`src/rtl/msq_pkg.sv`:
```
// Shared constants and types for the major state sequencer.
// Assumes one-hot state encoding: CPU states in the low bits, panel states above.
package msq_pkg;
    localparam int N_CPU   = 3;
    localparam int N_PANEL = 3;
    localparam int N_ST    = N_CPU + N_PANEL;

    localparam int S_FETCH = 0;
    localparam int S_DEFER = 1;
    localparam int S_EXEC  = 2;
    localparam int S_LOAD  = 3;
    localparam int S_DEP   = 4;
    localparam int S_EXAM  = 5;

    typedef logic [N_ST-1:0]    st_vec_t;
    typedef logic [N_PANEL-1:0] panel_vec_t;

    localparam st_vec_t FETCH_VEC = st_vec_t'(1) << S_FETCH;
    localparam st_vec_t DEFER_VEC = st_vec_t'(1) << S_DEFER;
    localparam st_vec_t EXEC_VEC  = st_vec_t'(1) << S_EXEC;
endpackage

```
`src/rtl/msq_panel_arb.sv`:
```
// Fixed-priority arbiter for panel button pulses.
// Assumes bit 0 has the highest priority. The grant is one-hot or zero.
module msq_panel_arb #(
    parameter int N = 3
) (
    input  logic [N-1:0] req,
    output logic [N-1:0] grant,
    output logic         any
);
    genvar i;
    generate
        for (i = 0; i < N; i++) begin : g_pri
            if (i == 0) begin : g_top
                // Highest priority passes unmasked
                assign grant[i] = req[i];
            end else begin : g_low
                // Lower requests masked by any higher one
                assign grant[i] = req[i] & ~(|req[i-1:0]);
            end
        end
    endgenerate

    // Any button pressed
    assign any = |req;
endmodule

```
`src/rtl/msq_cycle_next.sv`:
```
// Next-state choice for a running machine at an end-of-cycle strobe.
// Assumes a one-hot current state; panel states and execute return to fetch.
module msq_cycle_next
    import msq_pkg::*;
(
    input  st_vec_t cur,
    input  logic    mem_ref,
    input  logic    ind_bit,
    output st_vec_t nxt,
    output logic    in_panel
);
    // Follow fetch -> (defer) -> execute -> fetch
    always_comb begin
        nxt = FETCH_VEC;
        if (cur[S_FETCH]) begin
            if (mem_ref && ind_bit)
                nxt = DEFER_VEC;
            else if (mem_ref)
                nxt = EXEC_VEC;
            else
                nxt = FETCH_VEC;
        end else if (cur[S_DEFER]) begin
            nxt = EXEC_VEC;
        end
    end

    // Panel states occupy the upper bits
    assign in_panel = |cur[N_ST-1:N_CPU];
endmodule

```
`src/rtl/msq_state_reg.sv`:
```
// One-hot major state register with synchronous active-low reset to fetch.
// Assumes the load value is one-hot whenever load_en is high.
module msq_state_reg
    import msq_pkg::*;
(
    input  logic    clk,
    input  logic    rst_n,
    input  logic    load_en,
    input  st_vec_t d,
    output st_vec_t q
);
    // Hold or take the chosen next state
    always_ff @(posedge clk) begin
        if (!rst_n)
            q <= FETCH_VEC;
        else if (load_en)
            q <= d;
    end


    onehot_state_chk: assert property (@(posedge clk) disable iff (!rst_n)
        $countones(q) == 1);


    reset_fetch_chk: assert property (@(posedge clk)
        !rst_n |=> (q == FETCH_VEC));
endmodule

```
`src/rtl/major_state_seq.sv`:
```
// Major state sequencer: tracks fetch/defer/execute while running and the
// three single-cycle panel states entered from the halted machine.
// Assumes cyc_end is a one-clock strobe and panel buttons are one-clock pulses.
module major_state_seq
    import msq_pkg::*;
(
    input  logic clk,
    input  logic rst_n,
    input  logic cyc_end,
    input  logic run,
    input  logic mem_ref,
    input  logic ind_bit,
    input  logic btn_load,
    input  logic btn_dep,
    input  logic btn_exam,
    output logic st_fetch,
    output logic st_defer,
    output logic st_exec,
    output logic st_load,
    output logic st_dep,
    output logic st_exam,
    output logic halt_req
);
    st_vec_t    state_q;
    st_vec_t    run_nxt;
    st_vec_t    d_sel;
    panel_vec_t btn_req;
    panel_vec_t btn_grant;
    logic       btn_any;
    logic       in_panel;
    logic       strobe_live;
    logic       panel_take;

    // Bit 0 is load address, the highest priority
    assign btn_req = {btn_exam, btn_dep, btn_load};

    msq_panel_arb #(.N(N_PANEL)) u_arb (
        .req   (btn_req),
        .grant (btn_grant),
        .any   (btn_any)
    );

    msq_cycle_next u_next (
        .cur      (state_q),
        .mem_ref  (mem_ref),
        .ind_bit  (ind_bit),
        .nxt      (run_nxt),
        .in_panel (in_panel)
    );

    // Strobe counts only while running; buttons only while halted
    assign strobe_live = cyc_end & run;
    assign panel_take  = ~run & btn_any;

    // Pick panel entry or sequenced next state
    always_comb begin
        if (panel_take)
            d_sel = {btn_grant, {N_CPU{1'b0}}};
        else
            d_sel = run_nxt;
    end

    msq_state_reg u_reg (
        .clk     (clk),
        .rst_n   (rst_n),
        .load_en (panel_take | strobe_live),
        .d       (d_sel),
        .q       (state_q)
    );

    // Drive state outputs and the halt request
    assign st_fetch = state_q[S_FETCH];
    assign st_defer = state_q[S_DEFER];
    assign st_exec  = state_q[S_EXEC];
    assign st_load  = state_q[S_LOAD];
    assign st_dep   = state_q[S_DEP];
    assign st_exam  = state_q[S_EXAM];
    assign halt_req = strobe_live & in_panel;


    idle_hold_chk: assert property (@(posedge clk) disable iff (!rst_n)
        (!(cyc_end && run) && !(!run && (btn_load || btn_dep || btn_exam)))
        |=> $stable(state_q));


    run_btn_chk: assert property (@(posedge clk) disable iff (!rst_n)
        (run && !cyc_end) |=> $stable(state_q));


    defer_entry_chk: assert property (@(posedge clk) disable iff (!rst_n)
        $rose(st_defer) |-> $past(st_fetch && run && cyc_end && mem_ref && ind_bit));


    defer_exit_chk: assert property (@(posedge clk) disable iff (!rst_n)
        (st_defer && run && cyc_end) |=> st_exec);


    exec_exit_chk: assert property (@(posedge clk) disable iff (!rst_n)
        (st_exec && run && cyc_end) |=> st_fetch);


    halt_return_chk: assert property (@(posedge clk) disable iff (!rst_n)
        halt_req |=> st_fetch);


    halt_src_chk: assert property (@(posedge clk) disable iff (!rst_n)
        halt_req |-> (run && cyc_end && (st_load || st_dep || st_exam)));
endmodule

```
`config.mk`:
```
export PLATFORM = sky130hd
export DESIGN_NAME = major_state_seq
export DESIGN_NICKNAME = d
export VERILOG_FILES = /design/src/rtl/msq_pkg.sv /design/src/rtl/msq_panel_arb.sv /design/src/rtl/msq_cycle_next.sv /design/src/rtl/msq_state_reg.sv /design/src/rtl/major_state_seq.sv
export SDC_FILE = /design/constraint.sdc
export NUM_CORES = 1
export LEC_CHECK = 0
export BUFFER_PORTS_ARGS = -buffer_cell sky130_fd_sc_hd__buf_4
export CAP_MARGIN = 20
export CORE_AREA = 10 10 47 49
export DETAILED_ROUTE_END_ITERATION = 8
export DIE_AREA = 0 0 57 59
export PLACE_DENSITY = 0.54
export SLEW_MARGIN = 25
export SYNTH_ARGS = -nofsm -noshare
export SYNTH_HDL_FRONTEND = slang
export SYNTH_HIERARCHICAL = 1
export SYNTH_SLANG_ARGS = --single-unit
export TNS_END_PERCENT = 100
```
`constraint.sdc`:
```
create_clock -name clk -period 1.4 [get_ports clk]
set_input_delay 0.14 -clock clk [delete_from_list [all_inputs] [get_ports clk]]
set_output_delay 0.14 -clock clk [all_outputs]
set_load 0.005 [all_outputs]
```
Word level (Yosys, flattened, before mapping) --
Index checks and enable logic that the tools add are counted.
Operators by class: muxes and demuxes 5, bitwise logic cells 9, reduce and logical (&&, ||, !) cells 4
Operators by type and width (number):
- 6-bit 2-to-1 mux | 3
- 3-bit 2-to-1 mux | 2
- 3-bit OR reduction | 2
- 1-bit AND | 5
- 1-bit NOT | 3
- 2-bit OR reduction | 1
- 1-bit logical AND | 1
- 1-bit OR | 1
Word-level totals: flip-flop bits (word level) 6, input bits 9, output and inout port bits 7, logic and storage cells 19

Depth between registers and ports, before layout --
depth after elaboration 4, mapped depth 6, mapped depth without buffers 5

By module --
The synthesis kept the hierarchy.
By module, submodules not included:
- msq_state_reg | instances 1, cells an instance 19, area each 226.5 µm²
- major_state_seq | instances 1, cells an instance 10, area each 96.3 µm²
- msq_cycle_next | instances 1, cells an instance 10, area each 60.1 µm²
- msq_panel_arb | instances 1, cells an instance 4, area each 27.5 µm²

Worst setup path before layout --
OpenSTA, ideal clock, no wires.
kind input to register, start input port btn_dep, end register u_reg.q[3], library setup time 116 ps, arrival 1126 ps, slack 158 ps, stages 5, buffers on the path 0, cell sequence or3_1 -> nand2b_4 -> mux2_4 -> mux2i_1 -> nor2b_1
On the way: word-level cells in the longest chain between the ends 3, elaborated cells between the ends (all ways) 4, classes of those cells mux: 1; bitwise: 2; reduce/logical: 1
Ends and longest elaborated chain:
- from (decl) | RTL line major_state_seq.sv:14 | input logic btn_dep,
- 3-bit OR reduction | RTL line msq_panel_arb.sv:24 | assign any = |req;
- 1-bit AND | RTL line major_state_seq.sv:53 | assign panel_take = ~run & btn_any;
- 6-bit 2-to-1 mux | RTL line major_state_seq.sv:57 | if (panel_take)
- via d_sel[3] | RTL line major_state_seq.sv:26 | st_vec_t d_sel;
- to (signal assigned) | RTL line msq_state_reg.sv:15 | q <= FETCH_VEC;
- to (signal assigned) | RTL line msq_state_reg.sv:17 | q <= d;
- to (decl) | RTL line msq_state_reg.sv:10 | output st_vec_t q
The timed path passes the listed nets, and every way through them passes these cells. A chain may end at the register's enable or synchronous reset.

Worst setup path in the final report --
start register u_reg.q[3], end output port halt_req
On the way: word-level cells in the longest chain between the ends 2
Ends and longest elaborated chain:
- 3-bit OR reduction | RTL line msq_cycle_next.sv:28 | assign in_panel = |cur[N_ST-1:N_CPU];
- via in_panel | RTL line major_state_seq.sv:30 | logic in_panel;
- 1-bit AND | RTL line major_state_seq.sv:78 | assign halt_req = strobe_live & in_panel;
- to (decl) | RTL line major_state_seq.sv:22 | output logic halt_req
The timed path passes the listed nets, and every way through them passes these cells.

==> run_results.csv <==
group,metric,value,unit
clocking,numCtsBuffers,3,
clocking,clk_path_buf_depth,2,
power,clkPwrFrac,0.332,
synthesis,syn_inst,43,
global_routing,grt_use_total,0.0593,
floorplanning,fp.dieH,59,microns
worst_setup_path,rr_startpoint,"u_reg/q[0]",
floorplanning,start_util,0.293,
status,status,"completed",
cells_and_area,drive_gt1_frac,0.516,
cells_and_area,layout_common_cells,"buf_4 (19), nor2b_1 (6), mux2i_1 (6)",
power,seq_power_share,0.405,
worst_setup_path,path_max_fanout,3,
detailed_routing,wl_per_cell,12.0,microns
detailed_routing,dr.pass1.iters,4,
clocking,path_clk_slew,50,ps
synthesis,synth_area,410,sq um
synthesis,ys_seq_elements,6,
timing,setup_viol,0,
floorplanning,die_area,3360,sq um
placement,port-buffer-count,15,
cells_and_area,diodes,0,
synthesis,avgSynthCellArea,9.54,sq um
worst_setup_path,crit_type,"reg2out",
power,p_switching,115,uW
timing,period_minus_slack,1340,ps
detailed_routing,drc,0,
synthesis,synthTopCellsByArea,"dfxtp_1 (29%), mux2i_1 (15%), mux2_4 (11%)",
run,maxCapViolations,0,
cells_and_area,ff_latch_area,123,sq um
placement,hpwl,760,microns
timing,tns,0,ps
clocking,ctsRootBufferMaster,"clkbuf_4",
clocking,ctsHoldBuffers,0,
power,switching_share,0.241,
timing,timing.final.crit_share,0.957,
global_routing,grt_max_degree,7,
synthesis,synth_cell_type_count,17,
worst_hold_path,hold_class,"in2reg",
detailed_routing,drtIter0Drc,6,
cells_and_area,largest_reg_flops,6,
synthesis,yosys_warnings,6,
power,intPower,361,uW
power,powerDensity,837,nW/um^2
worst_hold_path,hp-start,"rst_n",
cells_and_area,fillers,154,
floorplanning,ioPinCount,16,
timing,final_max_slew_viol_count,0,
power,ir_drop,0.587,mV
worst_hold_path,hold_path_end,"u_reg/q[0]",
cells_and_area,areaGrowthSynthToFinish,38.4,%
cells_and_area,reg_top3,"u_reg/q (6)",
clocking,clock_latency,240,ps
worst_setup_path,reg2reg_depth,5,
placement,place.gp.congestion,0.685,
floorplanning,row_count,14,
global_routing,grt_pass1_wl,1580,microns
detailed_routing,viasPerCell,4.19,
timing,clock_skew,1.48,ps
synthesis,yosys.area.top_type,"dfxtp_1",
clocking,htreeDepth,1,
worst_setup_path,rrSetupSlack,360,ps
global_routing,grt_pass1_vias,384,
global_routing,grt_overflow,0,
worst_setup_path,cp.arrival,1200,ps
clocking,cts_tree,"done",
worst_setup_path,rr_endpoint,"u_reg/q[0]",
worst_setup_path,crit_path_start_kind,"register",
worst_setup_path,crit_required,1260,ps
synthesis,synth.top_cell.area_share,0.293,
floorplanning,coreArea,1400,sq um
detailed_routing,num_vias,327,
timing,timing.fmax,746,MHz
timing,rsz0062_at_grt,"false",
synthesis,ys_seq_area_frac,0.293,
power,p_total,475,uW
cells_and_area,largest_register,"u_reg/q",
cells_and_area,multiInputGateArea,256,sq um
global_routing,antenna_found_initial,0,
detailed_routing,drt-total-wl,939,microns
cells_and_area,finish.net_count,73,
power,power_frac_comb,0.263,
cells_and_area,final_common_cell,"buf_4",
timing,hold_viol_final,0,
timing,whs,96.1,ps
detailed_routing,ant_nets,0,
worst_hold_path,worstHoldPathCells,2,
floorplanning,die_w,57,microns
power,p_leak,0.000293,uW
clocking,clock_sinks,6,
worst_setup_path,cp-end-kind,"output pin",
## per-stage QoR
step,setup slack [ps],instance area (sq um),util,std cells
floorplan,158,418,-,45
global placement,2.42,524,0.374,73
detailed placement,-5.05,524,0.374,73
CTS,4.79,556,0.396,77
global route,16.3,568,0.405,78
finish,59.9,568,0.405,78
## worst max-delay path, stage by stage (launching register included)
cell and delay [ps]:
dfxtp_2 320, or3_1 360, and3_4 150, buf_4 130
## how the worst max path moves through the flow
stage	end	startpoint	cells past startpoint	slack, ps
final	halt_req	u_reg/q[3]	3	60
after global routing	halt_req	u_reg/q[3]	3	20
after CTS	halt_req	u_reg/q[4]	3	5
after detailed placement	u_reg/q[5]	btn_dep	6	-5
after floorplan	u_reg/q[3]	btn_dep	5	160
after global placement	u_reg/q[4]	btn_dep	6	2
## layer usage
metal,share of wire,vias to the layer above,global-route usage
met5,0,-,0
met4,0,0,0
met3,0.078,0,0.0515
met2,0.46,10,0.0946
met1,0.46,141,0.0619
li1,-,176,-
## power by group through the flow
| stage | Clock, uW | Combinational [uW] | Sequential (uW) |
|---|---|---|---|
| after CTS | 167 | 122 | 192 |
| final | 158 | 125 | 192 |
| after global placement | 0 | 117 | 196 |
| after global routing | 182 | 138 | 194 |
| after floorplan | 0 | 75.9 | 194 |
| after detailed placement | 0 | 117 | 196 |
## Yosys cell counts
library cell and instances:
buf_4 4, nand2_1 4, inv_1 1, or3_1 2, conb_1 1, nor2b_1 6
and3_2 1, dfxtp_1 6, nand2b_4 1, and2_2 3, buf_6 1, nor3b_1 1
mux2i_1 6, mux2_4 3, and3_1 1, o22ai_1 1, o21a_1 1
## cells by family (layout without fill, tap and decap cells)
group | Yosys count | count (layout) | synth area share
flops | 6 | 6 | 0.293
buf+inv | 6 | 23 | 0.110
mux | 9 | 9 | 0.256
other cells | 1 | 3 | 0.00914
compound gates | 2 | 2 | 0.0336
simple gates | 19 | 19 | 0.299
## final cells by class
type,instances,area share
inverters,1,0.00661
well taps,16,0.0352
flip-flops and latches,6,0.216
multi-input cells,33,0.452
repair buffers,19,0.251
clock buffers,3,0.0396
## repair_timing
item / in CTS / in global routing
pin swaps: 0 / 2
buffers inserted: 1 / 1
setup endpoints to repair: 1 / 1
gates resized for setup: 1 / 2
(Power assumes the default switching activity.)
